===== config.mk =====
export PLATFORM = sky130hd
export DESIGN_NAME = hreg_bridge
export DESIGN_NICKNAME = d
export VERILOG_FILES = /design/src/rtl/hreg_pkg.sv /design/src/rtl/hreg_mailbox.sv /design/src/rtl/hreg_engine.sv /design/src/rtl/hreg_bridge.sv
export SDC_FILE = /design/constraint.sdc
export NUM_CORES = 1
export LEC_CHECK = 0
export ABC_AREA = 1
export BUFFER_PORTS_ARGS = -buffer_cell sky130_fd_sc_hd__buf_4
export CORE_MARGIN = 2
export CORE_UTILIZATION = 30
export DETAILED_ROUTE_END_ITERATION = 8
export PLACE_DENSITY_LB_ADDON = 0.15
export SLEW_MARGIN = 40
export SYNTH_ARGS = -nofsm -noshare
export SYNTH_HDL_FRONTEND = slang
export SYNTH_HIERARCHICAL = 1
export SYNTH_SLANG_ARGS = --single-unit
export TNS_END_PERCENT = 30

===== constraint.sdc =====
create_clock -name clk -period 2 [get_ports clk]
set_clock_uncertainty 0.05 [all_clocks]
set_input_delay 0.1 -clock clk [delete_from_list [all_inputs] [get_ports clk]]
set_output_delay 0.1 -clock clk [all_outputs]
set_load 0.02 [all_outputs]

===== src/rtl/hreg_pkg.sv =====
package hreg_pkg;

    localparam int HW_DATA_W = 16;
    localparam int HW_ADDR_W = 16;
    localparam int HOST_W    = 32;
    localparam int CODE_W    = 2;
    localparam int PAD_W     = HOST_W - HW_DATA_W - CODE_W - 1;

    typedef enum logic [CODE_W-1:0] {
        RC_NORESP  = 2'd0,
        RC_OK      = 2'd1,
        RC_REJECT  = 2'd2,
        RC_BUSERR  = 2'd3
    } rsp_code_e;

    typedef enum logic [1:0] {
        SEL_CTRL   = 2'd0,
        SEL_WDATA  = 2'd1,
        SEL_CMD    = 2'd2,
        SEL_RESULT = 2'd3
    } mbox_sel_e;

    localparam logic [HOST_W-1:0]    OP_WRITE = 32'd1;
    localparam logic [HOST_W-1:0]    OP_READ  = 32'd2;
    localparam logic [HW_DATA_W-1:0] FILL     = '1;

    typedef struct packed {
        logic                 ready;
        rsp_code_e            code;
        logic [HW_DATA_W-1:0] data;
    } result_t;

    typedef struct packed {
        logic                 we;
        logic [HW_ADDR_W-1:0] addr;
        logic [HW_DATA_W-1:0] wdata;
    } op_t;

    function automatic logic [HOST_W-1:0] pack_result(result_t r);
        return {{PAD_W{1'b0}}, r.ready, r.code, r.data};
    endfunction

    function automatic logic known_op(logic [HOST_W-1:0] c);
        return (c == OP_WRITE) || (c == OP_READ);
    endfunction

endpackage


===== src/rtl/hreg_mailbox.sv =====
module hreg_mailbox
    import hreg_pkg::*;
(
    input  logic                 clk,
    input  logic                 rst,
    input  logic                 host_we,
    input  logic [1:0]           host_sel,
    input  logic [HOST_W-1:0]    host_wdata,
    output logic [HOST_W-1:0]    host_rdata,
    input  result_t              result,
    output logic                 cmd_go,
    output logic [HOST_W-1:0]    cmd_code,
    output logic [HW_ADDR_W-1:0] cur_addr,
    output logic [HW_DATA_W-1:0] cur_wdata
);

    mbox_sel_e             sel;
    logic [HOST_W-1:0]     ctrl_q;
    logic [HW_DATA_W-1:0]  wdata_q;

    assign sel = mbox_sel_e'(host_sel);

    always_ff @(posedge clk) begin
        if (rst) begin
            ctrl_q  <= '0;
            wdata_q <= '0;
        end else if (host_we) begin
            if (sel == SEL_CTRL)  ctrl_q  <= host_wdata;
            if (sel == SEL_WDATA) wdata_q <= host_wdata[HW_DATA_W-1:0];
        end
    end

    // Only the halfword address field is decoded; the tag above it is kept for readback.
    assign cur_addr  = ctrl_q[HW_ADDR_W-1:0];
    assign cur_wdata = wdata_q;
    assign cmd_go    = host_we && (sel == SEL_CMD);
    assign cmd_code  = host_wdata;

    always_comb begin
        case (sel)
            SEL_CTRL:   host_rdata = ctrl_q;
            SEL_WDATA:  host_rdata = {{(HOST_W-HW_DATA_W){1'b0}}, wdata_q};
            SEL_CMD:    host_rdata = '0;
            default:    host_rdata = pack_result(result);
        endcase
    end

endmodule


===== src/rtl/hreg_engine.sv =====
module hreg_engine
    import hreg_pkg::*;
#(
    parameter int TMO_CYCLES = 16
) (
    input  logic                 clk,
    input  logic                 rst,
    input  logic                 cmd_go,
    input  logic [HOST_W-1:0]    cmd_code,
    input  logic [HW_ADDR_W-1:0] cur_addr,
    input  logic [HW_DATA_W-1:0] cur_wdata,
    output logic                 ib_req,
    output logic                 ib_we,
    output logic [HW_ADDR_W-1:0] ib_addr,
    output logic [HW_DATA_W-1:0] ib_wdata,
    input  logic                 ib_ack,
    input  logic                 ib_err,
    input  logic [HW_DATA_W-1:0] ib_rdata,
    output result_t              result
);

    localparam int              CNT_W = $clog2(TMO_CYCLES + 1);
    localparam logic [CNT_W-1:0] LAST = CNT_W'(TMO_CYCLES - 1);

    typedef enum logic {ENG_IDLE, ENG_WAIT} eng_state_e;

    eng_state_e       state;
    op_t              op;
    logic [CNT_W-1:0] cnt;
    result_t          res;

    always_ff @(posedge clk) begin
        if (rst) begin
            state <= ENG_IDLE;
            op    <= '0;
            cnt   <= '0;
            res   <= '{ready: 1'b0, code: RC_NORESP, data: FILL};
        end else begin
            case (state)
                ENG_IDLE: begin
                    if (cmd_go) begin
                        if (known_op(cmd_code)) begin
                            op        <= '{we: (cmd_code == OP_WRITE), addr: cur_addr, wdata: cur_wdata};
                            cnt       <= '0;
                            res.ready <= 1'b0;
                            state     <= ENG_WAIT;
                        end else begin
                            res <= '{ready: 1'b1, code: RC_REJECT, data: FILL};
                        end
                    end
                end
                default: begin
                    if (ib_ack) begin
                        state <= ENG_IDLE;
                        if (ib_err)
                            res <= '{ready: 1'b1, code: RC_BUSERR, data: FILL};
                        else
                            res <= '{ready: 1'b1, code: RC_OK, data: (op.we ? FILL : ib_rdata)};
                    end else if (cnt == LAST) begin
                        state <= ENG_IDLE;
                        res   <= '{ready: 1'b1, code: RC_NORESP, data: FILL};
                    end else begin
                        cnt <= cnt + 1'b1;
                    end
                end
            endcase
        end
    end

    assign ib_req   = (state == ENG_WAIT);
    assign ib_we    = op.we;
    assign ib_addr  = op.addr;
    assign ib_wdata = op.wdata;
    assign result   = res;

    p_clear_on_cmd_r5: assert property (@(posedge clk) disable iff (rst)
        (!ib_req && cmd_go && known_op(cmd_code)) |=> (!result.ready && ib_req));

    p_excl_r5: assert property (@(posedge clk) disable iff (rst)
        !(ib_req && result.ready));

    p_hold_r6: assert property (@(posedge clk) disable iff (rst)
        (ib_req && !ib_ack) |=> ($stable(ib_addr) && $stable(ib_we) && $stable(ib_wdata)));

    p_drop_r6: assert property (@(posedge clk) disable iff (rst)
        (ib_req && ib_ack) |=> !ib_req);

    p_ok_r4: assert property (@(posedge clk) disable iff (rst)
        (ib_req && ib_ack && !ib_err) |=> (result.ready && result.code == RC_OK));

    p_err_r8: assert property (@(posedge clk) disable iff (rst)
        (ib_req && ib_ack && ib_err) |=> (result.code == RC_BUSERR && result.data == FILL));

    p_reject_r9: assert property (@(posedge clk) disable iff (rst)
        (!ib_req && cmd_go && !known_op(cmd_code)) |=> (result.ready && result.code == RC_REJECT && !ib_req));

    p_window_r7: assert property (@(posedge clk) disable iff (rst)
        ib_req |-> (cnt <= LAST));

endmodule


===== src/rtl/hreg_bridge.sv =====
module hreg_bridge
    import hreg_pkg::*;
#(
    parameter int TMO_CYCLES = 16
) (
    input  logic        clk,
    input  logic        rst,
    input  logic        host_we,
    input  logic [1:0]  host_sel,
    input  logic [31:0] host_wdata,
    output logic [31:0] host_rdata,
    output logic        ib_req,
    output logic        ib_we,
    output logic [15:0] ib_addr,
    output logic [15:0] ib_wdata,
    input  logic        ib_ack,
    input  logic        ib_err,
    input  logic [15:0] ib_rdata
);

    result_t              result;
    logic                 cmd_go;
    logic [HOST_W-1:0]    cmd_code;
    logic [HW_ADDR_W-1:0] cur_addr;
    logic [HW_DATA_W-1:0] cur_wdata;

    hreg_mailbox u_mbox (
        .clk        (clk),
        .rst        (rst),
        .host_we    (host_we),
        .host_sel   (host_sel),
        .host_wdata (host_wdata),
        .host_rdata (host_rdata),
        .result     (result),
        .cmd_go     (cmd_go),
        .cmd_code   (cmd_code),
        .cur_addr   (cur_addr),
        .cur_wdata  (cur_wdata)
    );

    hreg_engine #(.TMO_CYCLES(TMO_CYCLES)) u_eng (
        .clk       (clk),
        .rst       (rst),
        .cmd_go    (cmd_go),
        .cmd_code  (cmd_code),
        .cur_addr  (cur_addr),
        .cur_wdata (cur_wdata),
        .ib_req    (ib_req),
        .ib_we     (ib_we),
        .ib_addr   (ib_addr),
        .ib_wdata  (ib_wdata),
        .ib_ack    (ib_ack),
        .ib_err    (ib_err),
        .ib_rdata  (ib_rdata),
        .result    (result)
    );

endmodule


Word level (Yosys, flattened, before mapping). Index checks and enable logic that the tools add are counted.

Register bits: 106. Input bits: 55. Output and inout port bits: 66. Word-level logic and storage cells: 51.

Add/sub/neg operators: 1. Equal/unequal tests: 9. Multiplexer cells: 19. Bitwise operators: 1. Reductions and logical operators: 11.

Operator list (count): 32-bit one-hot mux with 3 select lines (1); 19-bit 2-to-1 mux (4); 18-bit 2-to-1 mux (2); 32-bit by 1-bit equality test with 1-bit output (second input constant) (1); 32-bit by 2-bit equality test with 1-bit output (second input constant) (1); 5-bit 2-to-1 mux (5); 16-bit 2-to-1 mux (1); 1-bit 2-to-1 mux (6); 2-bit AND reduction (3); 3-bit AND reduction (2); 5-bit by 1-bit adder with 5-bit output (second input constant) (1); 5-bit by 4-bit equality test with 1-bit output (second input constant) (1); 2-bit inequality test (second input constant) (2); 4-bit AND reduction (1); 2-bit nonzero test (2); 3-bit inequality test (second input constant) (1); 2-bit by 1-bit equality test with 1-bit output (second input constant) (1); 2-bit equality test (second input constant) (1); 2-bit logical NOT (1); 2-bit by 1-bit inequality test with 1-bit output (second input constant) (1); 1-bit logical AND (1); 1-bit logical OR (1); 1-bit NOT (1).

Longest topological paths before layout. Gate-level depths: netlist of the first run.

Word-level depth: 5. Gate-level depth with buffers: 11. Gate-level depth less buffers: 10.

Cells and area by module. Netlist of the first run, hierarchy kept.

Modules (own cells, without submodules): hreg_mailbox (times used 1, cells an instance 473, area each 2880.3 µm²); hreg_engine (times used 1, cells an instance 317, area each 2414.8 µm²).

Worst setup path before layout of the first run. OpenSTA, ideal clock, no wires.

Kind: register to register. Start point: register u_eng.cnt[0]. End point: register u_eng.res, in the netlist u_eng/result[9]. Arrival time: 1.521 ns. Setup slack: 0.294 ns. Cell stages (with the launch flop): 10. Path buffers: 1. Clock period less this slack: 1.706 ns. Cell sequence: dfxtp_1 ha_1 nand2_1 nor2_1 ha_1 nor3_4 a21oi_4 buf_2 a21oi_1 o21ai_0.

Word-level cells in the longest chain between the ends: 3.

Ends and longest elaborated chain: start: declaration (RTL line hreg_engine.sv:29) `logic [CNT_W-1:0] cnt;`; start signal: assignment (RTL line hreg_engine.sv:63) `cnt <= cnt + 1'b1;`; 5-bit by 4-bit equality test with 1-bit output (RTL line hreg_engine.sv:59) `end else if (cnt == LAST) begin`; 3-bit inequality test (no source line); 3-bit AND reduction (no source line); end signal: assignment (RTL line hreg_engine.sv:56) `res <= '{ready: 1'b1, code: RC_BUSERR, data: FILL};`; end signal: assignment (RTL line hreg_engine.sv:58) `res <= '{ready: 1'b1, code: RC_OK, data: (op.we ? FILL : ib_rdata)};`; end signal: assignment (RTL line hreg_engine.sv:61) `res <= '{ready: 1'b1, code: RC_NORESP, data: FILL};`; end: declaration (RTL line hreg_engine.sv:30) `result_t res;`.

Every way passes these cells. A chain may end at the register's enable or synchronous reset.

Worst setup path in the final report of the first run.
Start point: input port host_wdata[13]. End point: register u_eng.op, in the netlist u_eng/ib_addr[4].

Word-level cells in the longest chain between the ends: 3. Elaborated cells on any way between the ends: 4.

Ends and longest elaborated chain: start: declaration (RTL line hreg_bridge.sv:10) `input logic [31:0] host_wdata,`; 32-bit by 1-bit equality test with 1-bit output / 32-bit by 2-bit equality test with 1-bit output (equally long branches) (RTL line hreg_pkg.sv:44) `return (c == OP_WRITE) || (c == OP_READ);`; 1-bit logical OR (*) (RTL line hreg_pkg.sv:44); 3-bit AND reduction (no source line) (*); end signal: assignment (RTL line hreg_engine.sv:43) `op <= '{we: (cmd_code == OP_WRITE), addr: cur_addr, wdata: cur_wdata};`; end: declaration (RTL line hreg_engine.sv:28) `op_t op;`.

Every way passes the cells marked *; elsewhere a longest branch is shown, timed or not.

==> flow_metrics.py, run 1 <==
metrics = {
    "timing": {
        "fmax_mhz": 535,
        "hold_ws_ps": 7.72,
        "finalMaxSlewViolations": 0,
        "slew_headroom": 0.531,
        "rsz0062_at_grt": "yes",
        "finalSetupViolCount": 0,
        "hold_violations": 0,
        "finalSetupTns_ps": 0,
        "tightest_slew_ps": 704,
        "finalCritPeriodShare": 0.935,
        "period_minus_slack_ps": 1870,
        "layout_setup_ws_ps": 130,
    },
    "synth": {
        "avgSynthCellArea_um2": 6.70,
        "synthMuxAreaShare": 0,
        "yosys.area.top_type_share": 0.401,
        "syn_nets": 847,
        "yosysSeqAreaShare": 0.401,
        "synth_adder_area_share": 0.00473,
        "ys_ff_latch": 106,
        "synthSimpleGateAreaFrac": 0.318,
        "postSynthCellCount": 790,
        "yosysTopAreaCell": "dfxtp_1",
        "synth_area_mm2": 0.00530,
        "synth_compound_area_frac": 0.102,
        "synth.area.top_cells": "dfxtp_1 40%, nor2_1 12%, nand2_1 10%",
        "yosys_warnings": 6,
        "synthXorXnorAreaFrac": 0.00165,
        "synth.distinct_cells": 29,
        "synth_top_family_by_area": "simple AND/OR/NAND/NOR gates",
    },
    "clock_network": {
        "clock_latency_ps": 350,
        "numCtsBuffers": 9,
        "cts-root-buf": "clkbuf_16",
        "tritoncts": "yes",
        "clk_pin_slew_ps": 70,
        "cts_sinks": 106,
        "cts_buffer_depth": 2,
        "htree_num_levels": 3,
    },
    "critical_path": {
        "cp_max_fo": 19,
        "worstSetupPathType": "in -> reg",
        "regToRegSetupSlack_ps": 200,
        "start_kind": "input port",
        "worstPathRequired_ps": 2240,
        "r2r_cells": 9,
        "reg2reg_from": "u_eng/cnt[0]",
        "cp-end-kind": "flop",
        "worstReg2RegEnd": "u_eng/result[11]",
        "crit_arrival_ps": 2110,
    },
    "routing": {
        "routed_wl_um": 14800,
        "ant_nets": 0,
        "drc_errors": 0,
        "viasPerCell": 4.37,
        "drt_iter0_drc": 228,
        "routedWlPerCell_um": 13.4,
        "drt_first_pass_iters": 6,
        "vias": 4838,
    },
    "finish": {
        "finalNetCount": 935,
        "syn_to_final_growth_pct": 25.5,
        "antennaDiodeCount": 0,
        "final_cell_area_mm2": 0.00664,
        "stdcell_count": 1107,
        "drive_above_1_share": 0.192,
        "final_util": 0.384,
        "final_common_cell": "nor2_1",
        "final_cell_mix": "170 x nor2_1, 146 x nand2_1, 133 x buf_4",
    },
    "floorplanning": {
        "chipWidth_um": 137,
        "die-area_mm2": 0.0187,
        "io_pins": 121,
        "num_rows": 48,
        "die_h_um": 137,
        "start_util": 0.306,
        "fp.coreArea_mm2": 0.0173,
    },
    "hold_path": {
        "min_to": "u_eng/result[3]",
        "worstHoldStart": "ib_rdata[3]",
        "min_path_cells": 3,
        "hold_class": "in -> reg",
    },
    "placement": {
        "gp_routability_congestion": 0.761,
        "pre_cts_ws_ps": 107,
        "io_buffers": 120,
        "dp_hpwl_um": 10300,
        "dp.cells": 1058,
        "placed_area_mm2": 0.00601,
    },
    "status": {
        "status": "complete, no violations",
    },
    "global_route": {
        "grt_remaining_overflow": 0,
        "grt_pass1_wl_um": 23400,
        "grtUsageTotal": 0.161,
        "grt_pass1_vias": 4544,
        "grt_max_degree": 66,
        "antenna_found_initial": 0,
    },
    "pwr": {
        "ir_worst_vdd_v": 0.000411,
        "leakage_nw": 3.23,
        "powerDensity_mw_per_mm2": 669,
        "power.total_mw": 4.45,
    },
    "flow_run": {
        "max-cap-violations": 0,
    },
}
## final cells by class
class / instances / area, um^2
clock buffer: 11 / 243
clock inverter: 4 / 27.5
timing repair buffer: 169 / 1400
fill: 1927 / 10700
inverter: 80 / 300
multi-input combinational: 512 / 2270
tap: 225 / 282
sequential: 106 / 2120
## metal layers
layer,vias up,global-route usage,share of wire,wire length [um]
li1,2583,-,-,-
met1,2134,0.201,0.45,6720
met2,112,0.274,0.47,7020
met3,9,0.0444,0.056,829
met4,0,0.0424,0.014,209
met5,-,0,0,0
## state kept, by name, summed over array words and instances (netlist names)
signal / flops
u_mbox/ctrl_q: 32
u_eng/result: 19
u_eng/ib_addr: 16
u_eng/ib_wdata: 16
u_mbox/cur_wdata: 16
u_eng/cnt: 5
u_eng/ib_req: 1
u_eng/ib_we: 1
## synthesized netlist by cell type (all sizes together)
cell type and instances:
nor2 176, nand2 148, dfxtp 106, buf 82
inv 79, a21oi 56, nand3 54, o21ai 49
nor3 17, clkbuf 10, nand3b 3, nand4 3
and2 2, ha 2, clkinv 1, or2 1
xor2 1
## repair_timing
action                                  4_1_cts  5_1_grt
buffers inserted                              0        3
endpoints found under the hold margin        36        0
resized for setup                             0        5
endpoints found under the setup margin        0       19
hold buffers                                 31        0
## cell families after synthesis
family / after synthesis
buffers and inverters: 172
adders and majority gates: 2
AOI/OAI and AO/OA: 105
DFF: 106
xor gates and xnor gates: 1
and+or+nand+nor: 404
## power breakdown
group / total (mW) / internal (mW) / leakage (nW) / switching (mW)
registers: 2.20 / 2.16 / 0.861 / 0.0359
logic: 0.569 / 0.250 / 2.23 / 0.319
clock network: 1.68 / 0.876 / 0.136 / 0.804
## critical path: stages
cell and delay, ps:
dlygate4sd3_1 530, buf_4 150, nor2_1 120, nand2_1 70, nor2_2 170, nand2_1 120
nor2_4 170, nand2_8 150, nor2_8 150, buf_12 170, o21ai_0 80, nor2_1 120
## worst max path at each step
stage               slack [ps]      startpoint          endpoint
floorplan                  290    u_eng/cnt[0]   u_eng/result[9]
CTS                         90  host_wdata[13]  u_eng/ib_addr[5]
finish                     130  host_wdata[13]  u_eng/ib_addr[4]
detailed placement         110    u_eng/cnt[0]  u_eng/result[16]
global route               -10  host_wdata[12]  u_eng/ib_addr[5]
global placement           140    u_eng/cnt[0]  u_eng/result[16]
(Power assumes the default switching activity.)
==> inputs of run 2 (changes only) <==
--- a/config.mk
+++ b/config.mk
@@ -8,7 +8,7 @@
 export ABC_AREA = 1
 export BUFFER_PORTS_ARGS = -buffer_cell sky130_fd_sc_hd__buf_4
 export CORE_MARGIN = 2
-export CORE_UTILIZATION = 30
+export CORE_UTILIZATION = 45
 export DETAILED_ROUTE_END_ITERATION = 8
 export PLACE_DENSITY_LB_ADDON = 0.15
 export SLEW_MARGIN = 40
==> flow_metrics.py, run 2 (synthesis gave the netlist of run 1 again) <==
metrics = {
    "timing": {
        "finalSetupViolCount": 0,
        "finalCritPeriodShare": 0.970,
        "hold_violations": 0,
        "tightest_slew_ps": 650,
        "period_minus_slack_ps": 1940,
        "rsz0062_at_grt": "yes",
        "finalMaxSlewViolations": 0,
        "fmax_mhz": 515,
        "slew_headroom": 0.567,
        "layout_setup_ws_ps": 59.0,
    },
    "finish": {
        "final_common_cell": "nor2_1",
        "final_util": 0.580,
        "final_cell_mix": "168 x nor2_1, 145 x nand2_1, 134 x buf_4",
        "fill_cells": 1133,
        "syn_to_final_growth_pct": 25.5,
        "multi_input_area_mm2": 0.00233,
        "finalNetCount": 938,
        "largest_reg_flops": 32,
        "seq_area_mm2": 0.00212,
        "antennaDiodeCount": 0,
        "top_register": "u_mbox/ctrl_q",
        "drive_above_1_share": 0.202,
    },
    "floorplanning": {
        "fp.coreArea_mm2": 0.0115,
        "io_pins": 121,
        "die_h_um": 112,
        "chipWidth_um": 112,
        "die-area_mm2": 0.0127,
        "num_rows": 39,
        "start_util": 0.462,
    },
    "hold_path": {
        "hold_class": "in -> reg",
    },
    "clock_network": {
        "numCtsBuffers": 9,
        "tritoncts": "yes",
        "cts_sinks": 106,
        "cts-root-buf": "clkbuf_16",
        "cts_buffer_depth": 2,
        "htree_num_levels": 3,
        "clock_latency_ps": 350,
        "clk_pin_slew_ps": 70,
    },
    "routing": {
        "viasPerCell": 4.85,
        "routedWlPerCell_um": 13.7,
        "ant_nets": 0,
        "drc_errors": 0,
        "vias": 4988,
        "drt_iter0_drc": 255,
        "routed_wl_um": 14100,
        "drt_first_pass_iters": 4,
    },
    "global_route": {
        "grt_max_degree": 66,
        "grt_remaining_overflow": 0,
        "grt_pass1_wl_um": 21800,
        "grt_pass1_vias": 4717,
        "antenna_found_initial": 0,
        "grtUsageTotal": 0.212,
    },
    "critical_path": {
        "max_stage_delay_ps": 550,
        "reg2reg_from": "u_eng/cnt[0]",
        "worst-path-buf-inv": 3,
        "cp-end-kind": "flop",
        "regToRegSetupSlack_ps": 120,
        "cp_max_fo": 8,
        "cp_top_family": "simple AND/OR/NAND/NOR gates",
        "crit_end": "u_eng/ib_addr[12]",
        "worstReg2RegEnd": "u_eng/result[16]",
        "start_kind": "input port",
        "worstPathCellList": "dlygate4sd3_1 > buf_4 > nor2_1 > nand2_1 > nor2_4 > nand2_2 > nor2_4 > nand2_8 > nor2_8 > clkbuf_16 > o21ai_1 > nor2_1",
        "worstSetupPathType": "in -> reg",
        "worstPathRequired_ps": 2240,
        "cp.depth": 12,
        "critPathLaunch": "host_wdata[10]",
        "cpMaxStageDelayCell": "dlygate4sd3_1",
        "r2r_cells": 9,
        "crit_arrival_ps": 2180,
    },
    "placement": {
        "dp_hpwl_um": 9500,
        "io_buffers": 120,
        "pre_cts_ws_ps": 124,
        "gp_routability_congestion": 0.884,
    },
    "pwr": {
        "p_comb_frac": 0.122,
        "intPower_mw": 3.39,
        "leakage_nw": 3.27,
        "p_clk_frac": 0.397,
        "p_sw_frac": 0.259,
        "powerDensity_mw_per_mm2": 688,
        "seqPwrFrac": 0.481,
        "power.switching_mw": 1.18,
        "ir_worst_vdd_v": 0.000517,
        "power.total_mw": 4.57,
    },
    "flow_run": {
        "max-cap-violations": 0,
    },
    "status": {
        "status": "complete, no violations",
    },
}
[run 2: timing repair]
item,CTS,global route
hold endpoints to repair,36,0
setup endpoints to repair,0,39
buffers inserted,0,6
resized for setup,0,11
hold buffers,31,0
[run 2: cell type report]
cell class,count,share of cell area
flip-flops and latches,106,0.319
clock inverters,7,0.0117
clock buffers,9,0.0339
inverters,80,0.0452
repair buffers,170,0.212
well taps,143,0.0269
multi-input cells,514,0.351
[run 2: worst min path at each step]
| stage | start | end | slack, ps | cells past startpoint |
|---|---|---|---|---|
| floorplan | rst | u_eng/cnt[3] | 120 | 1 |
| global placement | rst | u_eng/result[18] | 290 | 2 |
| detailed placement | rst | u_eng/result[16] | 290 | 2 |
| CTS | ib_rdata[1] | u_eng/result[1] | 3 | 3 |
| global route | ib_rdata[1] | u_eng/result[1] | 20 | 3 |
| finish | ib_rdata[1] | u_eng/result[1] | 3 | 3 |
[run 2: metrics by stage]
| stage | std cells | area [um^2] | hold WS, ps | TNS (ps) |
|---|---|---|---|---|
| floorplan | 790 | 5300 | 119 | 0 |
| global placement | 974 | 5890 | 291 | 0 |
| detailed placement | 974 | 5890 | 292 | 0 |
| CTS | 1021 | 6500 | 3.30 | 0 |
| global route | 1029 | 6650 | 19.2 | -79.2 |
| finish | 1029 | 6650 | 2.78 | 0 |
[run 2: power by group through the flow]
| stage | sequential (mW) | clock (mW) | combinational, mW |
|---|---|---|---|
| final | 2.20 | 1.81 | 0.559 |
| after global routing | 2.20 | 1.92 | 0.619 |
| after CTS | 2.20 | 1.85 | 0.555 |
| after detailed placement | 2.25 | 0 | 0.505 |
| after global placement | 2.24 | 0 | 0.498 |
| after floorplan | 2.24 | 0 | 0.363 |
[run 2: tightest hold or removal path, cell delays in order]
cell,delay (ps)
buf_4,80
nor3_1,40
o21ai_0,140
[run 2: layer usage]
layer | part of all wire | routed length, um | global-route usage | vias up
li1 | - | - | - | 2585
met1 | 0.42 | 5870 | 0.248 | 2240
met3 | 0.056 | 797 | 0.0475 | 19
met4 | 0.022 | 306 | 0.0829 | 0
met5 | 0 | 0 | 0 | -
met2 | 0.51 | 7130 | 0.378 | 144
==> inputs of run 3 (changes only) <==
--- a/config.mk
+++ b/config.mk
@@ -9,6 +9,7 @@
 export BUFFER_PORTS_ARGS = -buffer_cell sky130_fd_sc_hd__buf_4
 export CORE_MARGIN = 2
 export CORE_UTILIZATION = 45
+export CTS_BUF_LIST = sky130_fd_sc_hd__clkbuf_16
 export DETAILED_ROUTE_END_ITERATION = 8
 export PLACE_DENSITY_LB_ADDON = 0.15
 export SLEW_MARGIN = 40
==> constraint.sdc (replaced) <==
create_clock -name clk -period 1.8 [get_ports clk]
set_clock_uncertainty 0.05 [all_clocks]
set_input_delay 0.09 -clock clk [delete_from_list [all_inputs] [get_ports clk]]
set_output_delay 0.09 -clock clk [all_outputs]
set_load 0.02 [all_outputs]
==> flow_metrics.py, run 3 (synthesis gave the netlist of run 1 again) <==
metrics = {
    "finish": {
        "seq_area_mm2": 0.00212,
        "syn_to_final_growth_pct": 27.8,
        "top_register": "u_mbox/ctrl_q",
        "fill_cells": 1040,
        "finalNetCount": 941,
        "final_cell_area_mm2": 0.00677,
        "drive_above_1_share": 0.207,
        "largest_reg_flops": 32,
        "multi_input_area_mm2": 0.00231,
        "final_common_cell": "nor2_1",
        "antennaDiodeCount": 0,
        "final_cell_mix": "166 x nor2_1, 146 x nand2_1, 132 x buf_4",
    },
    "clock_network": {
        "numCtsBuffers": 9,
        "tritoncts": "yes",
        "cts_buffer_depth": 2,
        "clock_latency_ps": 340,
        "htree_num_levels": 3,
        "clk_pin_slew_ps": 70,
        "cts-root-buf": "clkbuf_16",
        "cts_sinks": 106,
    },
    "critical_path": {
        "reg2reg_from": "u_eng/cnt[0]",
        "crit_arrival_ps": 1850,
        "critPathLaunch": "u_eng/cnt[0]",
        "cp_max_fo": 15,
        "worstPathRequired_ps": 1960,
        "r2r_cells": 9,
        "cp-end-kind": "flop",
        "worstSetupPathType": "reg -> reg",
        "start_kind": "flop",
    },
    "routing": {
        "drt_first_pass_iters": 4,
        "routed_wl_um": 14500,
        "routedWlPerCell_um": 14.1,
        "vias": 5092,
        "drt_iter0_drc": 352,
        "drc_errors": 0,
        "ant_nets": 0,
        "viasPerCell": 4.93,
    },
    "placement": {
        "dp_hpwl_um": 9320,
        "io_buffers": 120,
        "placed_area_mm2": 0.00593,
        "gp_routability_congestion": 0.829,
    },
    "global_route": {
        "grt_remaining_overflow": 0,
        "grt_pass1_vias": 4730,
        "grt_max_degree": 66,
        "grtUsageTotal": 0.217,
        "antenna_found_initial": 0,
        "grt_pass1_wl_um": 22400,
    },
    "timing": {
        "finalCritPeriodShare": 0.939,
        "tightest_slew_ps": 675,
        "fmax_mhz": 592,
        "finalMaxSlewViolations": 0,
        "rsz0062_at_grt": "no",
        "period_minus_slack_ps": 1690,
        "slew_headroom": 0.550,
        "finalSetupTns_ps": 0,
        "finalSetupViolCount": 0,
        "hold_violations": 0,
    },
    "status": {
        "status": "complete, no violations",
    },
    "floorplanning": {
        "die_h_um": 112,
        "fp.coreArea_mm2": 0.0115,
        "start_util": 0.462,
        "chipWidth_um": 112,
        "io_pins": 121,
        "die-area_mm2": 0.0127,
        "num_rows": 39,
    },
    "hold_path": {
        "hold_class": "in -> reg",
        "min_path_cells": 3,
        "worstHoldStart": "ib_rdata[6]",
    },
    "pwr": {
        "powerDensity_mw_per_mm2": 736,
        "ir_worst_vdd_v": 0.000397,
        "leakage_nw": 3.32,
    },
    "flow_run": {
        "max-cap-violations": 0,
    },
}
## run 3: stage by stage
stage / worst slack, ps / utilization / total power [mW] / std cells / hold WS [ps]
after global routing: 14.1 / 0.590 / 5.19 / 1032 / 8.56
after floorplan: 94.3 / - / 2.89 / 790 / 109
after detailed placement: -76.2 / 0.517 / 3.06 / 974 / 290
after global placement: 9.12 / 0.517 / 3.05 / 974 / 280
final: 110 / 0.590 / 4.98 / 1032 / 3.58
after CTS: 2.87 / 0.570 / 5.01 / 1022 / 1.08
## run 3: worst paths after layout
check,slack [ps],to
max,110,u_eng/result[15]
min,4,u_eng/result[6]
max reg2reg,110,u_eng/result[15]
min reg2reg,430,u_eng/result[16]
## run 3: critical path, cell delays in order (launching register included)
cell and delay (ps):
dfxtp_2 330, ha_2 190, nand2_1 60, nor2_1 40
ha_2 170, nor3_4 240, a21oi_4 70, buf_12 160
a21oi_1 140, o21ai_0 90
## run 3: timing repair
item	in CTS	in global routing
setup endpoints to repair	5	54
endpoints found under the hold margin	35	0
cloned	0	4
hold buffers	30	0
pin swaps	0	6
setup buffers	2	8
resized for setup	0	18
## run 3: final cells by class
| class | instances | share of cell area |
|---|---|---|
| sequential | 106 | 0.314 |
| multi-input combinational | 512 | 0.341 |
| timing repair buffer | 175 | 0.232 |
| tap | 143 | 0.0264 |
| inverter | 80 | 0.0444 |
| clock inverter | 7 | 0.00906 |
| clock buffer | 9 | 0.0333 |
## run 3: report_power, final
part | internal, mW | leakage (nW) | switching, mW
Clock | 1.06 | 0.138 | 0.851
Combinational | 0.275 | 2.32 | 0.353
Sequential | 2.40 | 0.861 | 0.0392
Total | 3.74 | 3.32 | 1.24
## run 3: routing by layer
| metal | vias to the layer above | part of all wire | track usage |
|---|---|---|---|
| met3 | 22 | 0.068 | 0.0481 |
| li1 | 2596 | - | - |
| met1 | 2314 | 0.42 | 0.263 |
| met2 | 160 | 0.49 | 0.379 |
| met5 | - | 0 | 0 |
| met4 | 0 | 0.020 | 0.0772 |
